`config.mk`:
```
export PLATFORM = sky130hd
export DESIGN_NAME = irq_setclr_ctrl
export DESIGN_NICKNAME = d
export VERILOG_FILES = /design/src/rtl/irqm_pkg.sv /design/src/rtl/irqm_regif.sv /design/src/rtl/irqm_status.sv /design/src/rtl/irqm_mask.sv /design/src/rtl/irq_setclr_ctrl.sv
export SDC_FILE = /design/constraint.sdc
export NUM_CORES = 1
export LEC_CHECK = 0
export ABC_CLOCK_PERIOD_IN_PS = 2300
export BUFFER_PORTS_ARGS = -buffer_cell sky130_fd_sc_hd__buf_2
export CORE_MARGIN = 8
export CORE_UTILIZATION = 35
export DETAILED_ROUTE_END_ITERATION = 8
export HOLD_SLACK_MARGIN = 0.1
export PLACE_DENSITY = 0.73
export RECOVER_POWER = 100
export SYNTH_ARGS = -nofsm -noshare
export SYNTH_HDL_FRONTEND = slang
export SYNTH_SLANG_ARGS = --single-unit
```
`constraint.sdc`:
```
create_clock -name clk -period 2.3 [get_ports clk]
set_input_delay 0.46 -clock clk [delete_from_list [all_inputs] [get_ports clk]]
set_output_delay 0.46 -clock clk [all_outputs]
set_load 0.01 [all_outputs]
```
`src/rtl/irqm_pkg.sv`:
```
package irqm_pkg;
  localparam int EVT_W  = 5;
  localparam int INV_W  = 4;
  localparam int ADDR_W = 8;
  localparam int DATA_W = 32;

  localparam logic [7:0] OFF_STATUS  = 8'h18;
  localparam logic [7:0] OFF_CLEAR   = 8'h1C;
  localparam logic [7:0] OFF_ENABLE  = 8'h20;
  localparam logic [7:0] OFF_DISABLE = 8'h24;
  localparam logic [7:0] OFF_MASK    = 8'h28;
  localparam logic [7:0] OFF_INVALID = 8'h2C;
endpackage

```
`src/rtl/irqm_regif.sv`:
```
module irqm_regif
  import irqm_pkg::*;
#(
  parameter int EW = EVT_W,
  parameter int IW = INV_W,
  parameter int AW = ADDR_W,
  parameter int DW = DATA_W
) (
  input  logic          clk,
  input  logic          rst_n,
  input  logic          wr_en,
  input  logic          rd_en,
  input  logic [AW-1:0] addr,
  input  logic [DW-1:0] wdata,
  input  logic [EW-1:0] status,
  input  logic [EW-1:0] mask,
  input  logic [IW-1:0] inval,
  output logic [EW-1:0] stat_clr,
  output logic [EW-1:0] mask_set,
  output logic [EW-1:0] mask_clr,
  output logic [DW-1:0] rdata
);
  localparam int PAD_E = DW - EW;
  localparam int PAD_I = DW - IW;

  logic          hit_clr, hit_en, hit_dis;
  logic [DW-1:0] rd_mux;

  assign hit_clr = wr_en && (addr == AW'(OFF_CLEAR));
  assign hit_en  = wr_en && (addr == AW'(OFF_ENABLE));
  assign hit_dis = wr_en && (addr == AW'(OFF_DISABLE));

  assign stat_clr = hit_clr ? wdata[EW-1:0] : '0;
  assign mask_set = hit_en  ? wdata[EW-1:0] : '0;
  assign mask_clr = hit_dis ? wdata[EW-1:0] : '0;

  generate
    if (DW > EW) begin : g_unused
      logic unused_hi;
      assign unused_hi = ^wdata[DW-1:EW];
    end
  endgenerate

  always_comb begin
    rd_mux = '0;
    if (addr == AW'(OFF_STATUS))       rd_mux = {{PAD_E{1'b0}}, status};
    else if (addr == AW'(OFF_MASK))    rd_mux = {{PAD_E{1'b0}}, mask};
    else if (addr == AW'(OFF_INVALID)) rd_mux = {{PAD_I{1'b0}}, inval};
  end

  always_ff @(posedge clk or negedge rst_n) begin
    if (!rst_n)     rdata <= '0;
    else if (rd_en) rdata <= rd_mux;
  end

  a_r11_rdata_hold: assert property (@(posedge clk) disable iff (!rst_n)
    !rd_en |=> $stable(rdata));
endmodule

```
`src/rtl/irqm_status.sv`:
```
module irqm_status #(
  parameter int EW = 5
) (
  input  logic          clk,
  input  logic          rst_n,
  input  logic [EW-1:0] evt,
  input  logic [EW-1:0] clr,
  output logic [EW-1:0] status
);
  logic [EW-1:0] status_nxt;

  generate
    for (genvar i = 0; i < EW; i++) begin : g_bit
      always_comb status_nxt[i] = evt[i] | (status[i] & ~clr[i]);
    end
  endgenerate

  always_ff @(posedge clk or negedge rst_n) begin
    if (!rst_n) status <= '0;
    else        status <= status_nxt;
  end

  a_r2_event_sets: assert property (@(posedge clk) disable iff (!rst_n)
    (evt != '0) |=> ((status & $past(evt)) == $past(evt)));
  a_r4_clear_drops: assert property (@(posedge clk) disable iff (!rst_n)
    ((clr & ~evt) != '0) |=> ((status & $past(clr & ~evt)) == '0));
  a_r2_hold: assert property (@(posedge clk) disable iff (!rst_n)
    (evt == '0 && clr == '0) |=> $stable(status));
endmodule

```
`src/rtl/irqm_mask.sv`:
```
module irqm_mask #(
  parameter int EW = 5
) (
  input  logic          clk,
  input  logic          rst_n,
  input  logic [EW-1:0] set,
  input  logic [EW-1:0] clr,
  output logic [EW-1:0] mask
);
  logic [EW-1:0] mask_nxt;
  logic          mask_we;

  assign mask_we = (set != '0) || (clr != '0);

  always_comb mask_nxt = (mask & ~clr) | set;

  always_ff @(posedge clk or negedge rst_n) begin
    if (!rst_n)       mask <= '0;
    else if (mask_we) mask <= mask_nxt;
  end

  a_r6_enable_sets: assert property (@(posedge clk) disable iff (!rst_n)
    (set != '0) |=> ((mask & $past(set)) == $past(set)));
  a_r7_disable_drops: assert property (@(posedge clk) disable iff (!rst_n)
    ((clr & ~set) != '0) |=> ((mask & $past(clr & ~set)) == '0));
  a_r8_mask_hold: assert property (@(posedge clk) disable iff (!rst_n)
    (set == '0 && clr == '0) |=> $stable(mask));
endmodule

```
`src/rtl/irq_setclr_ctrl.sv`:
```
module irq_setclr_ctrl
  import irqm_pkg::*;
#(
  parameter int EW = EVT_W,
  parameter int IW = INV_W,
  parameter int AW = ADDR_W,
  parameter int DW = DATA_W
) (
  input  logic          clk,
  input  logic          rst_n,
  input  logic [EW-1:0] evt_i,
  input  logic [IW-1:0] inval_i,
  input  logic          wr_en,
  input  logic          rd_en,
  input  logic [AW-1:0] addr,
  input  logic [DW-1:0] wdata,
  output logic [DW-1:0] rdata,
  output logic          irq
);
  logic [EW-1:0] status, mask, stat_clr, mask_set, mask_clr;
  logic          irq_nxt;

  irqm_regif #(.EW(EW), .IW(IW), .AW(AW), .DW(DW)) u_regif (
    .clk(clk), .rst_n(rst_n), .wr_en(wr_en), .rd_en(rd_en), .addr(addr),
    .wdata(wdata), .status(status), .mask(mask), .inval(inval_i),
    .stat_clr(stat_clr), .mask_set(mask_set), .mask_clr(mask_clr),
    .rdata(rdata)
  );

  irqm_status #(.EW(EW)) u_status (
    .clk(clk), .rst_n(rst_n), .evt(evt_i), .clr(stat_clr), .status(status)
  );

  irqm_mask #(.EW(EW)) u_mask (
    .clk(clk), .rst_n(rst_n), .set(mask_set), .clr(mask_clr), .mask(mask)
  );

  always_comb irq_nxt = |(status & mask);

  always_ff @(posedge clk or negedge rst_n) begin
    if (!rst_n) irq <= 1'b0;
    else        irq <= irq_nxt;
  end

  a_r9_irq_has_source: assert property (@(posedge clk) disable iff (!rst_n)
    irq |-> $past((status & mask) != '0));
endmodule

```
==> tab_implementation.tex <==
\begin{tabular}{lr}
\hline
Metric & Value \\
\hline
\multicolumn{2}{l}{\textbf{Pwr}} \\
\quad Power per Cell Area & 490 nW/um2 \\
\quad Leakage power of the design & 0.579 nW \\
\quad Peak supply drop & between 0.0001 and 0.00015 V \\
\quad Total power & 0.000579 W \\
\multicolumn{2}{l}{\textbf{Timing}} \\
\quad Setup TNS after final layout & 0 ps \\
\quad Number of endpoints with negative hold slack in the final report & 0 \\
\quad Worst slew margin relative to its limit & 40.3\% \\
\quad Maximum operating frequency & a little over 700 MHz \\
\quad Final cycle utilization of the critical path & 60.5\% \\
\quad Final Skew & 5.93 ps \\
\quad Final slew viol count & 0 \\
\quad RSZ-0062 raised after global routing & false \\
\quad Post-layout minimum cycle time & $\sim$1400 ps \\
\quad Worst hold slack after final layout & 336 ps \\
\quad Final setup viols & 0 \\
\quad Tightest Pin Transition & 895 ps \\
\multicolumn{2}{l}{\textbf{Place}} \\
\quad Count of input and output buffers & 31 \\
\quad Final Wtd Congestion & 0.779 \\
\quad Total half-perimeter wirelength after legalization and detailed placement & approximately 2100 um \\
\quad Placed cell count & approximately 170 \\
\multicolumn{2}{l}{\textbf{Clocking}} \\
\quad Sinks on Clock Net & 16 \\
\quad Maximum level of the CTS H-tree & 1 \\
\quad Clock Latency Late Sink & approximately 300 ps \\
\quad Number of buffers on the longest clock path & 2 \\
\quad Number of buffers created by CTS & 3 \\
\quad CTS clock-pin slew for the worst setup and hold paths & 100 ps \\
\quad Clock tree from TritonCTS & done \\
\quad Clock tree root driver cell & clkbuf\_4 \\
\multicolumn{2}{l}{\textbf{Synthesis}} \\
\quad EDFF count, synth & 0 \\
\quad Async set-or-reset flop fraction in the synthesized netlist & 100\% \\
\quad Number of warning messages in the yosys log & 0 \\
\quad Most instantiated flip-flop cell in the synthesis netlist & dfrtp\_1 \\
\quad Library cells used by synthesis & 23 \\
\quad \#FFs+latches synth & 16 \\
\quad Avg Synthesized Cell Area & slightly above 10 um2 \\
\quad Netlist area before placement & between 1000 and 1500 um2 \\
\quad Portion of the post-synthesis area used by sequential elements & 37.4\% \\
\quad Mapped Cells & 104 \\
\multicolumn{2}{l}{\textbf{Critical path}} \\
\quad Slowest stage cell, crit path & nor4b\_4 \\
\quad Arrival time of data at the critical path endpoint & 1600 ps \\
\quad Crit end category & flop \\
\quad Largest stage delay on the critical path & 480 ps \\
\quad Critical path required time & between 2000 and 3000 ps \\
\quad Sequence of cells on the critical path & clkbuf\_1 -> nor4b\_4 -> nand3\_1 -> o221ai\_1 \\
\quad Worst path buffer plus inverter count & 1 \\
\quad Max FO, Critical Path & 7 \\
\quad Worst path top cell family by delay & simple AND/OR/NAND/NOR gates \\
\quad Worst Setup Path Type & primary input to flop \\
\quad Critical path startpoint category & primary input \\
\quad Worst setup slack for register-to-register paths & 1140 ps \\
\multicolumn{2}{l}{\textbf{Flow run}} \\
\quad Reported max-cap violation count & 0 \\
\multicolumn{2}{l}{\textbf{Layout}} \\
\quad Layout overhead on the synthesized area & 10.5\% \\
\quad Number of nets at the end of the flow & $\sim$190 \\
\quad Antenna diode count & 0 \\
\quad Area occupied by registers & 400 um2 \\
\quad Layout cell share with drive strength beyond 1 & 26.3\% \\
\quad Multi-input gate area & approximately 490 um2 \\
\quad Fillers & 310 \\
\quad Post-route non-filler standard cell count & 170 \\
\multicolumn{2}{l}{\textbf{Route}} \\
\quad Detailed Routing Iterations Pass 1 & 4 \\
\quad WL final & 2680 um \\
\quad Highest metal layer with signal wires & met4 \\
\quad Routed length on met1 & 929 um \\
\quad Count of vias placed by the detailed router & 831 \\
\quad Detailed-routed wire length on met3 & between 200 and 300 um \\
\quad Drt first-iter violations & 30 \\
\quad DR WL/cell & 15.8 um \\
\quad Met2 wire length & between 1000 and 1500 um \\
\quad Via-to-Cell Ratio & 4.89 \\
\quad Count of unresolved DRC violations after routing & 0 \\
\quad Post-route ant nets & 0 \\
\multicolumn{2}{l}{\textbf{Floorplan}} \\
\quad Initial cell density of the core & 35.9\% \\
\quad Die Area & 5080 um2 \\
\quad Std cell rows & 20 \\
\quad Ports placed on the boundary & 86 \\
\quad Die Wd & between 70 and 80 um \\
\quad Die span in y & 71.3 um \\
\quad Area of the core & 2980 um2 \\
\multicolumn{2}{l}{\textbf{GRT}} \\
\quad Total global routing overflow & 0 \\
\quad All-layer global routing usage & 10.5\% \\
\quad Initial antenna violation count & 0 \\
\quad Largest net degree at the start of global routing & 17 \\
\quad Via count of the first global-routing pass & 910 \\
\quad First-pass GRT wire length & 4170 um \\
\multicolumn{2}{l}{\textbf{Hold path}} \\
\quad Worst hold path class & primary input to flop \\
\multicolumn{2}{l}{\textbf{Outcome}} \\
\quad Run status & completed \\
\hline
\end{tabular}
worst paths after layout:
path                                     from            endpoint  cells past startpoint
min in group asynchronous               rst_n  u_status.status[1]                      2
setup / recovery                      addr[5]    u_regif.rdata[0]                      4
setup reg to reg           u_status.status[3]                 irq                      2
max in group asynchronous               rst_n  u_status.status[3]                      2
hold reg to reg            u_status.status[2]  u_status.status[2]                      1
hold / removal                       evt_i[2]  u_status.status[2]                      2
timing repair:
action / CTS / global route
hold endpoints to repair: 16 / 0
setup buffers: 0 / 0
hold buffers: 1 / 0
resized for setup: 0 / 0
setup endpoints to repair: 0 / 0
layout by cell type (no fill, tap or decap):
cell type,Yosys,routed
o221ai_1,5,5
nand2_1,1,1
conb_1,1,27
nor4b_4,2,2
and2_1,1,1
dfrtp_1,16,16
nor3b_4,1,1
buf_2,1,22
mux2i_1,4,4
clkbuf_4,0,3
a21o_1,5,5
clkbuf_1,1,9
clkbuf_8,0,1
mux2_2,4,4
nor4b_2,2,2
a41oi_1,1,1
nand4_1,9,9
a22oi_1,1,1
a222oi_1,1,1
buf_4,28,1
a31oi_1,1,1
dlygate4sd3_1,0,1
inv_1,13,13
o22ai_1,1,1
nand3_1,4,5
logic make-up after synthesis:
family / after synthesis / synth area share [%]
simple gates: 21 / 18.0
compound gates: 15 / 11.2
buf+inv: 43 / 25.0
other cells: 1 / 0.351
mux: 8 / 7.95
flops: 16 / 37.4
cell usage after synthesis (all sizes together), types with 4 or more instances:
library cell  instances  area [um2]
dfrtp                16         400
buf                  29         215
nor4b                 4        77.6
nand3                 5        30.0
a21o                  5        37.5
nand4                 9        56.3
o221ai                5        43.8
mux2i                 4        40.0
mux2                  4        45.0
inv                  13        48.8
metal layers:
layer | GRT usage [%] | vias to the layer above
met1 | 9.06 | 390
met2 | 20.7 | 46
met3 | 3.63 | 9
met4 | 4.85 | 0
met5 | 0 | -
li1 | - | 386
area by class of cell:
cell class	count	area share, %
flip-flops and latches	16	33.9
inverters	13	4.13
well taps	33	3.49
multi-input cells	71	41.8
clock buffers	4	3.07
repair buffers	33	13.7
per-stage QoR:
step,worst slack [ps],area (um2),utilization [%]
final,908,1180,39.7
after global routing,780,1180,39.7
after CTS,979,1200,40.3
after detailed placement,675,1150,38.7
after global placement,713,1150,38.7
after floorplan,1030,1170,-
power by group:
part / leakage, nW / switching [W] / internal, W / total (W)
clock network: 0.0210 / 0.0000989 / 0.0000965 / 0.000195
registers: 0.172 / 0.00000352 / 0.000287 / 0.000290
logic: 0.386 / 0.0000614 / 0.0000324 / 0.0000938
total: 0.579 / 0.000164 / 0.000416 / 0.000579
state kept, by name, summed over array words and instances (netlist names):
register and flops:
irq 1, u_regif.rdata 5, u_status.status 5, u_mask.mask 5
Note: power is estimated with default switching activity, not from simulation.
